File: src/rtl/seg_drv_pkg.sv
package seg_drv_pkg;
  localparam int DIGIT_W = 4;
  localparam int SEG_W   = 7;

  // Active-high glyph, bit order {g,f,e,d,c,b,a}
  function automatic logic [SEG_W-1:0] glyph_hi(input logic [DIGIT_W-1:0] nib);
    logic [SEG_W-1:0] g;
    case (nib)
      4'h0: g = 7'h3F;
      4'h1: g = 7'h06;
      4'h2: g = 7'h5B;
      4'h3: g = 7'h4F;
      4'h4: g = 7'h66;
      4'h5: g = 7'h6D;
      4'h6: g = 7'h7D;
      4'h7: g = 7'h07;
      4'h8: g = 7'h7F;
      4'h9: g = 7'h6F;
      4'hA: g = 7'h77;
      4'hB: g = 7'h7C;
      4'hC: g = 7'h39;
      4'hD: g = 7'h5E;
      4'hE: g = 7'h79;
      default: g = 7'h71;
    endcase
    return g;
  endfunction
endpackage

File: src/rtl/seg_scan_tick.sv
module seg_scan_tick #(
  parameter int DIV = 50000
) (
  input  logic clk,
  input  logic rst,
  output logic tick
);
  localparam int CNT_W = (DIV > 2) ? $clog2(DIV) : 1;
  localparam logic [CNT_W-1:0] LAST = CNT_W'(DIV - 1);

  logic [CNT_W-1:0] cnt;

  assign tick = (cnt == LAST);

  always_ff @(posedge clk) begin
    if (rst)       cnt <= '0;
    else if (tick) cnt <= '0;
    else           cnt <= cnt + 1'b1;
  end


  tick_spacing_chk: assert property (@(posedge clk) disable iff (rst)
    tick |=> !tick);


  cnt_bound_chk: assert property (@(posedge clk) disable iff (rst)
    cnt <= LAST);
endmodule

File: src/rtl/seg_digit_sel.sv
module seg_digit_sel #(
  parameter int NUM_DIGITS = 4
) (
  input  logic                          clk,
  input  logic                          rst,
  input  logic                          tick,
  output logic [$clog2(NUM_DIGITS)-1:0] sel,
  output logic                          active
);
  localparam int SEL_W = $clog2(NUM_DIGITS);
  localparam logic [SEL_W-1:0] TOP = SEL_W'(NUM_DIGITS - 1);

  always_ff @(posedge clk) begin
    if (rst) begin
      sel    <= '0;
      active <= 1'b0;
    end else if (tick) begin
      if (!active)        active <= 1'b1;
      else if (sel == TOP) sel   <= '0;
      else                 sel   <= sel + 1'b1;
    end
  end


  sel_wrap_chk: assert property (@(posedge clk) disable iff (rst)
    (tick && active) |=> (sel == (($past(sel) == TOP) ? '0 : $past(sel) + 1'b1)));


  sel_hold_chk: assert property (@(posedge clk) disable iff (rst)
    !tick |=> ($stable(sel) && $stable(active)));


  first_digit_chk: assert property (@(posedge clk) disable iff (rst)
    $rose(active) |-> (sel == '0));
endmodule

File: src/rtl/seg_hex_glyph.sv
module seg_hex_glyph
  import seg_drv_pkg::*;
(
  input  logic [DIGIT_W-1:0] nib,
  input  logic               lit,
  output logic [SEG_W-1:0]   seg_n
);
  always_comb begin
    if (lit) seg_n = ~glyph_hi(nib);
    else     seg_n = '1;
  end
endmodule

File: src/rtl/seg_mux4_drv.sv
module seg_mux4_drv
  import seg_drv_pkg::*;
#(
  parameter int CLK_HZ     = 50000000,
  parameter int SCAN_HZ    = 1000,
  parameter int NUM_DIGITS = 4
) (
  input  logic                          clk,
  input  logic                          rst,
  input  logic [NUM_DIGITS*DIGIT_W-1:0] value,
  output logic [NUM_DIGITS-1:0]         an_n,
  output logic [SEG_W-1:0]              seg_n,
  output logic                          dp_n
);
  localparam int DIV   = CLK_HZ / SCAN_HZ;
  localparam int SEL_W = $clog2(NUM_DIGITS);


  generate
    if (SCAN_HZ < 60 || SCAN_HZ > 1000) begin : g_rate_bad
      $error("scan rate outside 60..1000 Hz window");
    end
    if (DIV < 2) begin : g_div_bad
      $error("clock too slow for requested scan rate");
    end
  endgenerate

  logic             tick;
  logic [SEL_W-1:0] sel;
  logic             active;
  logic [DIGIT_W-1:0] nibs [NUM_DIGITS];
  logic [DIGIT_W-1:0] cur_nib;
  logic [NUM_DIGITS-1:0] an_next;
  logic [SEG_W-1:0] seg_next;

  seg_scan_tick #(.DIV(DIV)) u_tick (
    .clk  (clk),
    .rst  (rst),
    .tick (tick)
  );

  seg_digit_sel #(.NUM_DIGITS(NUM_DIGITS)) u_sel (
    .clk    (clk),
    .rst    (rst),
    .tick   (tick),
    .sel    (sel),
    .active (active)
  );

  generate
    for (genvar k = 0; k < NUM_DIGITS; k++) begin : g_digit
      assign nibs[k]    = value[k*DIGIT_W +: DIGIT_W];
      assign an_next[k] = !(active && (sel == SEL_W'(k)));
    end
  endgenerate

  assign cur_nib = nibs[sel];

  seg_hex_glyph u_glyph (
    .nib   (cur_nib),
    .lit   (active),
    .seg_n (seg_next)
  );

  always_ff @(posedge clk) begin
    if (rst) begin
      an_n  <= '1;
      seg_n <= '1;
    end else begin
      an_n  <= an_next;
      seg_n <= seg_next;
    end
  end

  assign dp_n = 1'b1;


  one_anode_chk: assert property (@(posedge clk) disable iff (rst)
    $onehot0(~an_n));


  reset_dark_chk: assert property (@(posedge clk) disable iff (rst)
    $past(rst) |-> ((an_n == '1) && (seg_n == '1)));


  anode_step_chk: assert property (@(posedge clk) disable iff (rst)
    ($countones(~an_n) == 1 && !$stable(an_n)) |-> ($countones(~$past(an_n)) <= 1));
endmodule

File: config.mk
export PLATFORM = sky130hd
export DESIGN_NAME = seg_mux4_drv
export DESIGN_NICKNAME = d
export VERILOG_FILES = /design/src/rtl/seg_drv_pkg.sv /design/src/rtl/seg_scan_tick.sv /design/src/rtl/seg_digit_sel.sv /design/src/rtl/seg_hex_glyph.sv /design/src/rtl/seg_mux4_drv.sv
export SDC_FILE = /design/constraint.sdc
export NUM_CORES = 1
export LEC_CHECK = 0
export BUFFER_PORTS_ARGS = -buffer_cell sky130_fd_sc_hd__buf_2
export CAP_MARGIN = 25
export CORE_MARGIN = 4
export CORE_UTILIZATION = 35
export DETAILED_ROUTE_END_ITERATION = 8
export PLACE_DENSITY_LB_ADDON = 0.05
export SLEW_MARGIN = 20
export SYNTH_ARGS = -nofsm -noshare
export SYNTH_HDL_FRONTEND = slang
export SYNTH_SLANG_ARGS = --single-unit
File: constraint.sdc
create_clock -name clk -period 3.3 [get_ports clk]
set_input_delay 0.66 -clock clk [delete_from_list [all_inputs] [get_ports clk]]
set_output_delay 0.66 -clock clk [all_outputs]
set_load 0.03 [all_outputs]
Word-level counts from Yosys, hierarchy flattened
Memories as Yosys holds them, arrays and structs flattened.
Index checks and enable logic that the tools add are counted.
Word-level totals
  register bits after elaboration: 30
  ROM bits: 112
  output and inout port bits: 12
  word-level logic and storage cells: 33
  memories kept: 1
Operators by class
  add/sub/neg operators: 2
  order comparisons: 1
  equality and inequality tests: 4
  multiplexer cells: 5
  bitwise gates (word level): 3
  reduce and logical (&&, ||, !) cells: 12
Memories
  (no name shown): depth 16, bits a word 7, read ports 1, clocked after Yosys merged registers in 0, wr ports 0, RTL line seg_drv_pkg.sv:8  | case (nib)
Operator list (number)
  adder 16 x 1 -> 16 bit (second input constant): 1
  == test 16 bit (second input constant): 1
  binary-select mux 4 bit (select 2 bit): 1
  2-to-1 mux 4 bit: 2
  2-to-1 mux 7 bit: 1
  NOT 7 bit: 1
  == test 2 bit (second input constant): 2
  logical AND 1 bit: 4
  zero test 1 bit: 4
  OR reduction 2 bit: 2
  >= comparator 3 bit (second input constant): 1
  NOT 2 -> 3 bit: 1
  adder 2 x 1 -> 2 bit (second input constant): 1
  == test 2 x 1 -> 1 bit (second input constant): 1
  zero test 2 bit: 1
  2-to-1 mux 2 bit: 1
  AND reduction 2 bit: 1
  NOT 1 bit: 1

Longest topological paths before layout
Gate-level depths: netlist of the first run.
An unclocked memory read counts as a cell.
  depth in word-level cells: 7
  mapped depth: 8
  depth with buffers taken out: 6

Cells and area by module
From an unflattened synthesis of the first run, not the netlist that was laid out.
Unflattened totals
  cell total of the unflattened synthesis: 158
  area total of the unflattened synthesis: 1530.2 µm²
By module, submodules not included
  seg_scan_tick: times used 1, cells an instance 81, area each 710.7 µm²
  seg_mux4_drv: times used 1, cells an instance 30, area each 421.7 µm²
  seg_hex_glyph: times used 1, cells an instance 35, area each 271.5 µm²
  seg_digit_sel: times used 1, cells an instance 12, area each 126.4 µm²

Worst setup path after synthesis of the first run
Ideal clock, no wire load.
  path kind: input to register
  start point: input port value[12]
  end point: register seg_n[3]
  library setup time: 0.140 ns
  data arrival time: 1.938 ns
  setup slack: 1.223 ns
  cell stages on the path: 5
  path through: mux4_2 > ha_1 > nor2b_1 > a2111oi_2 > a31oi_1
On the way
  longest elaborated chain between the ends: 6
RTL lines
  from (decl): RTL line seg_mux4_drv.sv:10  | input logic [NUM_DIGITS*DIGIT_W-1:0] value,
  binary-select mux 4 bit (select 2 bit): RTL line seg_mux4_drv.sv:57  | assign cur_nib = nibs[sel];
  2-to-1 mux 4 bit (not written as such) (2 in a row): RTL line seg_mux4_drv.sv:57
  memory (16 x 7 bit)
  2-to-1 mux 7 bit: RTL line seg_hex_glyph.sv:9  | if (lit) seg_n = ~glyph_hi(nib);
  NOT 7 bit: RTL line seg_hex_glyph.sv:9
  to (signal assigned): RTL line seg_mux4_drv.sv:71  | seg_n <= seg_next;
  to (decl): RTL line seg_mux4_drv.sv:12  | output logic [SEG_W-1:0] seg_n,
Every way passes these cells. The select of a mux whose other input is x is not followed.
A chain may end at the register's enable or synchronous reset.

Worst setup path in the final report of the first run
  start point: register u_sel.sel[0]
  end point: register seg_n[3]
On the way
  longest elaborated chain between the ends: 7
RTL lines
  from (decl): RTL line seg_digit_sel.sv:7  | output logic [$clog2(NUM_DIGITS)-1:0] sel,
  from (signal assigned): RTL line seg_digit_sel.sv:20  | else sel <= sel + 1'b1;
  NOT 2 -> 3 bit (not written as such): RTL line seg_mux4_drv.sv:57
  binary-select mux 4 bit (select 2 bit): RTL line seg_mux4_drv.sv:57
  2-to-1 mux 4 bit (not written as such) (2 in a row): RTL line seg_mux4_drv.sv:57
  memory (16 x 7 bit)
  2-to-1 mux 7 bit: RTL line seg_hex_glyph.sv:9
  NOT 7 bit: RTL line seg_hex_glyph.sv:9
Every way passes these cells. The select of a mux whose other input is x is not followed.

==> run_results.csv, run 1 <==
group,metric,value,unit
finish,finish.utilization,0.432,
clocking,post_cts_resized,0,
min_path,holdPathStages,1,
synth,ys_types,37,
finish,fin_area,1780,um2
outcome,status,"complete, no violations",
min_path,hold_end,"u_tick.cnt[0]",
min_path,hold_start,"u_tick.cnt[0]",
synth,synth_xor_area_frac,0.0688,
routing,vias_per_cell,5.16,
clocking,cts_made_buffers,5,
clocking,htree_levels,2,
setup_path,critPathMaxFanout,9,
routing,dr.pass1.iters,4,
routing,drt-total-wl,3.16,mm
power_and_ir_drop,peakVddDrop,0.203,mV
placed_design,dp_hpwl,2.34,mm
grt,antenna_found_initial,0,
grt,grt_first_pass_wirelength,5.41,mm
power_and_ir_drop,power,769,uW
finish,final_cells,239,
placed_design,dpl-instance-area,1670,um2
sta,setup_viol,0,
sta,tightest_slew,609,ps
synth,yosys.area_share.adder,0.0901,
grt,grt_max_degree,17,
power_and_ir_drop,powerDensity,433,nW/um2
finish,nFillCells,410,
die,rows,23,
synth,synth_top_area_share,0.393,
grt,grt_pass1_vias,1287,
setup_path,path_class,"reg -> reg",
power_and_ir_drop,p_leak,0.698,nW
finish,antenna_cells,0,
die,die_area,5490,um2
placed_design,place_congestion,0.737,
flow_run,drv_cap,0,
setup_path,cp.required,3450,ps
synth,synth-simple-area-share,0.234,
sta,rsz0062_at_grt,"false",
clocking,post_cts_buffers,0,
synth,netlist_area,1530,um2
synth,netlist_instances,162,
synth,yosysTopAreaCell,"dfxtp_1",
sta,skew,2.56,ps
placed_design,pre_cts_slack,994,ps
setup_path,cp.arrival,2380,ps
synth,yosysSeqAreaShare,0.393,
sta,period_share,0.676,
synth,synth-compound-area-share,0.0893,
synth,ys_warn_count,0,
min_path,hp-class,"reg -> reg",
placed_design,dp.cells,231,
routing,dr_total_vias,1233,
die,core-area,4120,um2
clocking,clkTransAtPathRegs,70,ps
die,start_util,0.371,
sta,clock.fmax,0.448,GHz
sta,drv_slew,0,
die,die_width,74.1,um
setup_path,worstRegToRegCells,5,
placed_design,io_buffers,28,
routing,first_iter_violations,45,
synth,yosys_register_bits,30,
die,io_pins,30,
synth,synthMuxAreaShare,0.0655,
setup_path,cp-start-kind,"register",
routing,wl_per_cell,13.2,um
clocking,root_buffer,"clkbuf_8",
routing,drtAntennaViolNets,0,
grt,overflow,0,
clocking,clock-sinks,30,
sta,worst_slack,1070,ps
sta,final.setup.tns,0,ps
finish,final_layout_size_suffix_gt1_frac,0.228,
routing,post-route-drc-count,0,
sta,fin_crit,2230,ps
sta,timing.hold.ws,464,ps
setup_path,r2r_end,"seg_n[3]",
die,die_h,74.1,um
finish,nets,217,
grt,grt_usage,0.130,
sta,finalHoldViolCount,0,
setup_path,r2r-start,"u_sel.sel[0]",
synth,syn_nets,191,
clocking,cts-hold-fix-buffers,0,
synth,synth_area_per_cell,9.43,um2
synth,synth_top_family_by_area,"simple AND/OR/NAND/NOR gates",
setup_path,rrSetupSlack,1070,ps
sta,slew_headroom,0.594,
clocking,worstSkewPairLatency,280,ps
clocking,clockBufferDepth,2,
synth,synth_area_leaders,"dfxtp_1, ha_1, mux4_2",
clocking,cts_tree,"done",
setup_path,critPathCaptureType,"register",
finish,area_growth,16.3,%
[layout by cell type (no fill, tap or decap), drive strengths merged]
cell	count
a2111oi	1
a21oi	9
a31oi	3
and3	2
and3b	1
and4	4
and4b	2
buf	28
clkbuf	8
conb	1
dfxtp	30
ha	11
inv	6
mux2i	1
mux4	4
nand2	11
nand2b	4
nand3	10
nand3b	1
nand4	4
nor2	20
nor2b	1
nor4	2
nor4bb	1
o21ai	7
o221ai	1
o22ai	1
o31ai	1
or3	1
or4	1
xnor2	2
xor2	10
[cells in the mapped netlist]
| cell | n |
|---|---|
| dfxtp_1 | 30 |
| nor2_1 | 19 |
| ha_1 | 11 |
| nand2_1 | 11 |
| nand3_1 | 10 |
| xor2_1 | 10 |
| a21oi_1 | 9 |
| inv_1 | 6 |
| and4_1 | 4 |
| mux4_2 | 4 |
| nand4_1 | 4 |
| o21ai_1 | 4 |
| a31oi_1 | 3 |
| buf_2 | 3 |
| buf_4 | 3 |
| nand2b_1 | 3 |
| o21ai_0 | 3 |
| and3_1 | 2 |
| and4b_1 | 2 |
| buf_6 | 2 |
| nor4_1 | 2 |
| xnor2_1 | 2 |
| a2111oi_2 | 1 |
| and3b_1 | 1 |
| clkbuf_1 | 1 |
| conb_1 | 1 |
| mux2i_1 | 1 |
| nand2b_4 | 1 |
| nand3b_1 | 1 |
| nor2_4 | 1 |
| nor2b_1 | 1 |
| nor4bb_1 | 1 |
| o221ai_1 | 1 |
| o22ai_1 | 1 |
| o31ai_1 | 1 |
| or3_1 | 1 |
| or4_1 | 1 |
[metal layers]
metal	vias to the layer above	share of wire	global-route usage	wire, um
li1	616	-	-	-
met1	571	0.42	0.123	1330
met2	38	0.46	0.234	1470
met3	8	0.093	0.0608	294
met4	0	0.021	0.0624	65
met5	-	0	0	0
[worst max path at each step]
| stage | end | slack (ps) | from |
|---|---|---|---|
| final | seg_n[3] | 1070 | u_sel.sel[0] |
| after detailed placement | seg_n[3] | 990 | value[12] |
| after global placement | seg_n[3] | 1050 | value[12] |
| after floorplan | seg_n[3] | 1220 | value[12] |
| after global routing | seg_n[3] | 920 | u_sel.sel[0] |
| after CTS | seg_n[3] | 1050 | u_sel.sel[0] |
[registers in the layout, summed over array words and instances, names as in the netlist]
register / flops
an_n: 4
seg_n: 7
u_sel.active: 1
u_sel.sel: 2
u_tick.cnt: 16
[final cells by class]
type                            instances  area (um2)  share of cell area
Inverter                                6        22.5              0.0127
Timing Repair Buffer                   28         140              0.0789
Sequential cell                        30         601               0.338
Multi-Input combinational cell        117         841               0.473
Clock buffer                            8         110              0.0620
Tap cell                               50        62.6              0.0352
[where the power goes]
part           internal [mW]  total [mW]  switching [mW]  leakage (nW)
Clock                  0.210       0.351           0.141        0.0575
Sequential             0.365       0.368         0.00249         0.243
Combinational         0.0226      0.0503          0.0278         0.398
Total                  0.598       0.769           0.171         0.698
[cells by family after synthesis]
logic type	after synthesis
XOR/XNOR	12
adder cells (fa/ha/maj)	11
buffers and inverters	15
multiplexers	5
AND/OR/NAND/NOR	65
other	1
AO/OA/AOI/OAI	23
flip-flops	30
[critical path, cell delays in order, from the launching register on]
cell and delay (ps):
dfxtp_1 590, mux4_2 630, ha_1 290, nor2b_1 170, a2111oi_2 350, a31oi_1 60
Power figures use the tool's default switching activity.
==> run 2: changes to the inputs <==
clock period = 1.8 ns   (was 3.3 ns; I/O delays follow)
==> run_results.csv, run 2 (synthesized netlist as in run 1, its figures left out) <==
group,metric,value,unit
placed_design,io_buffers,28,
setup_path,worst_path_max_delay_cell,"mux4_2",
setup_path,cp_cell_sequence,"mux4_2 -> ha_4 -> nor2b_4 -> a2111oi_4 -> a31oi_1",
routing,dr.pass1.iters,5,
grt,grt_first_pass_wirelength,5.59,mm
grt,grt_use_met3,0.0405,
finish,largest_reg_flops,16,
grt,grtUsageMet2,0.217,
grt,grt-busiest-layer,"met2",
setup_path,cpLargestDelayFamily,"multiplexers",
power_and_ir_drop,powerDensity,686,nW/um2
clocking,clkTransAtPathRegs,60,ps
routing,first_iter_violations,53,
sta,finalHoldViolCount,0,
grt,overflow,0,
sta,setup_viol,1,
clocking,clock-sinks,30,
clocking,worstSkewPairLatency,270,ps
routing,post-route-drc-count,0,
setup_path,cp-start-kind,"register",
setup_path,critPathCaptureType,"register",
die,die_width,74.1,um
routing,drt-total-wl,3.28,mm
routing,vias_per_cell,5.05,
clocking,cts_tree,"done",
finish,area_growth,27.4,%
power_and_ir_drop,peakVddDrop,0.389,mV
finish,final_common_cell,"dfxtp_1",
sta,skew,6.22,ps
sta,worst_slack,-1.12,ps
setup_path,cp.required,1930,ps
setup_path,path_class,"reg -> reg",
placed_design,dp.cells,243,
die,die_area,5490,um2
finish,final_layout_size_suffix_gt1_frac,0.316,
sta,drv_slew,0,
min_path,hp-class,"in -> reg",
outcome,status,"finished, violations left",
sta,clock.fmax,0.555,GHz
finish,nets,234,
setup_path,critPathBufInv,0,
routing,drtAntennaViolNets,0,
clocking,root_buffer,"clkbuf_8",
finish,layout_common_cells,"dfxtp_1, buf_2, nor2_1",
grt,grt_pass1_vias,1285,
finish,final_cells,256,
routing,wl_per_cell,12.8,um
clocking,cts-hold-fix-buffers,0,
grt,antenna_found_initial,0,
sta,timing.hold.ws,301,ps
die,core-area,4120,um2
clocking,cts_made_buffers,5,
setup_path,cp.arrival,1930,ps
setup_path,critPathMaxFanout,5,
sta,slew_headroom,0.615,
clocking,clockBufferDepth,2,
finish,largestRegisters,"u_tick.cnt x16, seg_n x7, an_n x4",
grt,use_met1,0.155,
sta,rsz0062_at_grt,"true",
power_and_ir_drop,p_leak,0.782,nW
finish,antenna_cells,0,
die,die_h,74.1,um
outcome,violations,"setup timing",
sta,fin_crit,1800,ps
sta,period_share,1.00,
clocking,htree_levels,2,
placed_design,pre_cts_slack,-61.5,ps
flow_run,drv_cap,0,
placed_design,dp_hpwl,2.51,mm
routing,dr_total_vias,1293,
placed_design,place_congestion,0.773,
setup_path,slowest_delay,600,ps
sta,tightest_slew,575,ps
grt,grt_usage,0.129,
die,io_pins,30,
grt,grt_max_degree,17,
die,rows,23,
die,start_util,0.371,
finish,largest-register,"u_tick.cnt",
## run 2: cell count changes in the layout (fill, tap and decap cells not counted), moves of 2 or more
cell      delta
ha_1         -2
inv_2        +2
ha_4         +2
inv_1        -2
clkbuf_8     -2
buf_4       +16
## run 2: worst reg2reg max path, stage by stage, from the launching register on
cell and delay (ps):
dfxtp_4 380, mux4_2 600, ha_4 210, nor2b_4 130, a2111oi_4 280, a31oi_1 60
## run 2: repair_timing
action	in CTS	in global routing
buffers inserted	2	3
cloned	0	0
gates resized for setup	1	4
endpoints found under the setup margin	3	3
pin swaps	0	3
## run 2: area by class of cell
cell class,instances,area [um2]
Clock inverter,1,5.00
Clock buffer,7,86.3
Tap cell,50,62.6
Timing Repair Buffer,45,280
Multi-Input combinational cell,117,886
Fill cell,395,2170
Inverter,6,22.5
Sequential cell,30,604
## run 2: power breakdown
group	internal (mW)	total [mW]	switching, mW
logic	0.0630	0.124	0.0614
registers	0.668	0.673	0.00475
clock network	0.308	0.537	0.230
total	1.04	1.33	0.296
## run 2: metrics by stage
step | instance area (um2) | util | TNS [ps] | power (mW)
final | 1950 | 0.473 | -1.12 | 1.33
after CTS | 1890 | 0.460 | 0 | 1.35
after global routing | 1950 | 0.473 | -159 | 1.40
after global placement | 1780 | 0.433 | -21.4 | 0.799
after floorplan | 1540 | - | 0 | 0.760
after detailed placement | 1780 | 0.433 | -86.0 | 0.801
## run 2: routing by layer
layer	vias up	routed length, um
met4	0	43
met3	5	244
met1	600	1490
met2	36	1500
met5	-	0
li1	652	-
## run 2: path summary, 6_finish.rpt
path | from | to | slack, ps | cells past startpoint
setup / recovery | u_sel.sel[0] | seg_n[3] | -1 | 5
hold / removal | rst | u_sel.sel[0] | 300 | 2
setup reg to reg | u_sel.sel[0] | seg_n[3] | -1 | 5
hold reg to reg | u_tick.cnt[0] | u_tick.cnt[0] | 470 | 1
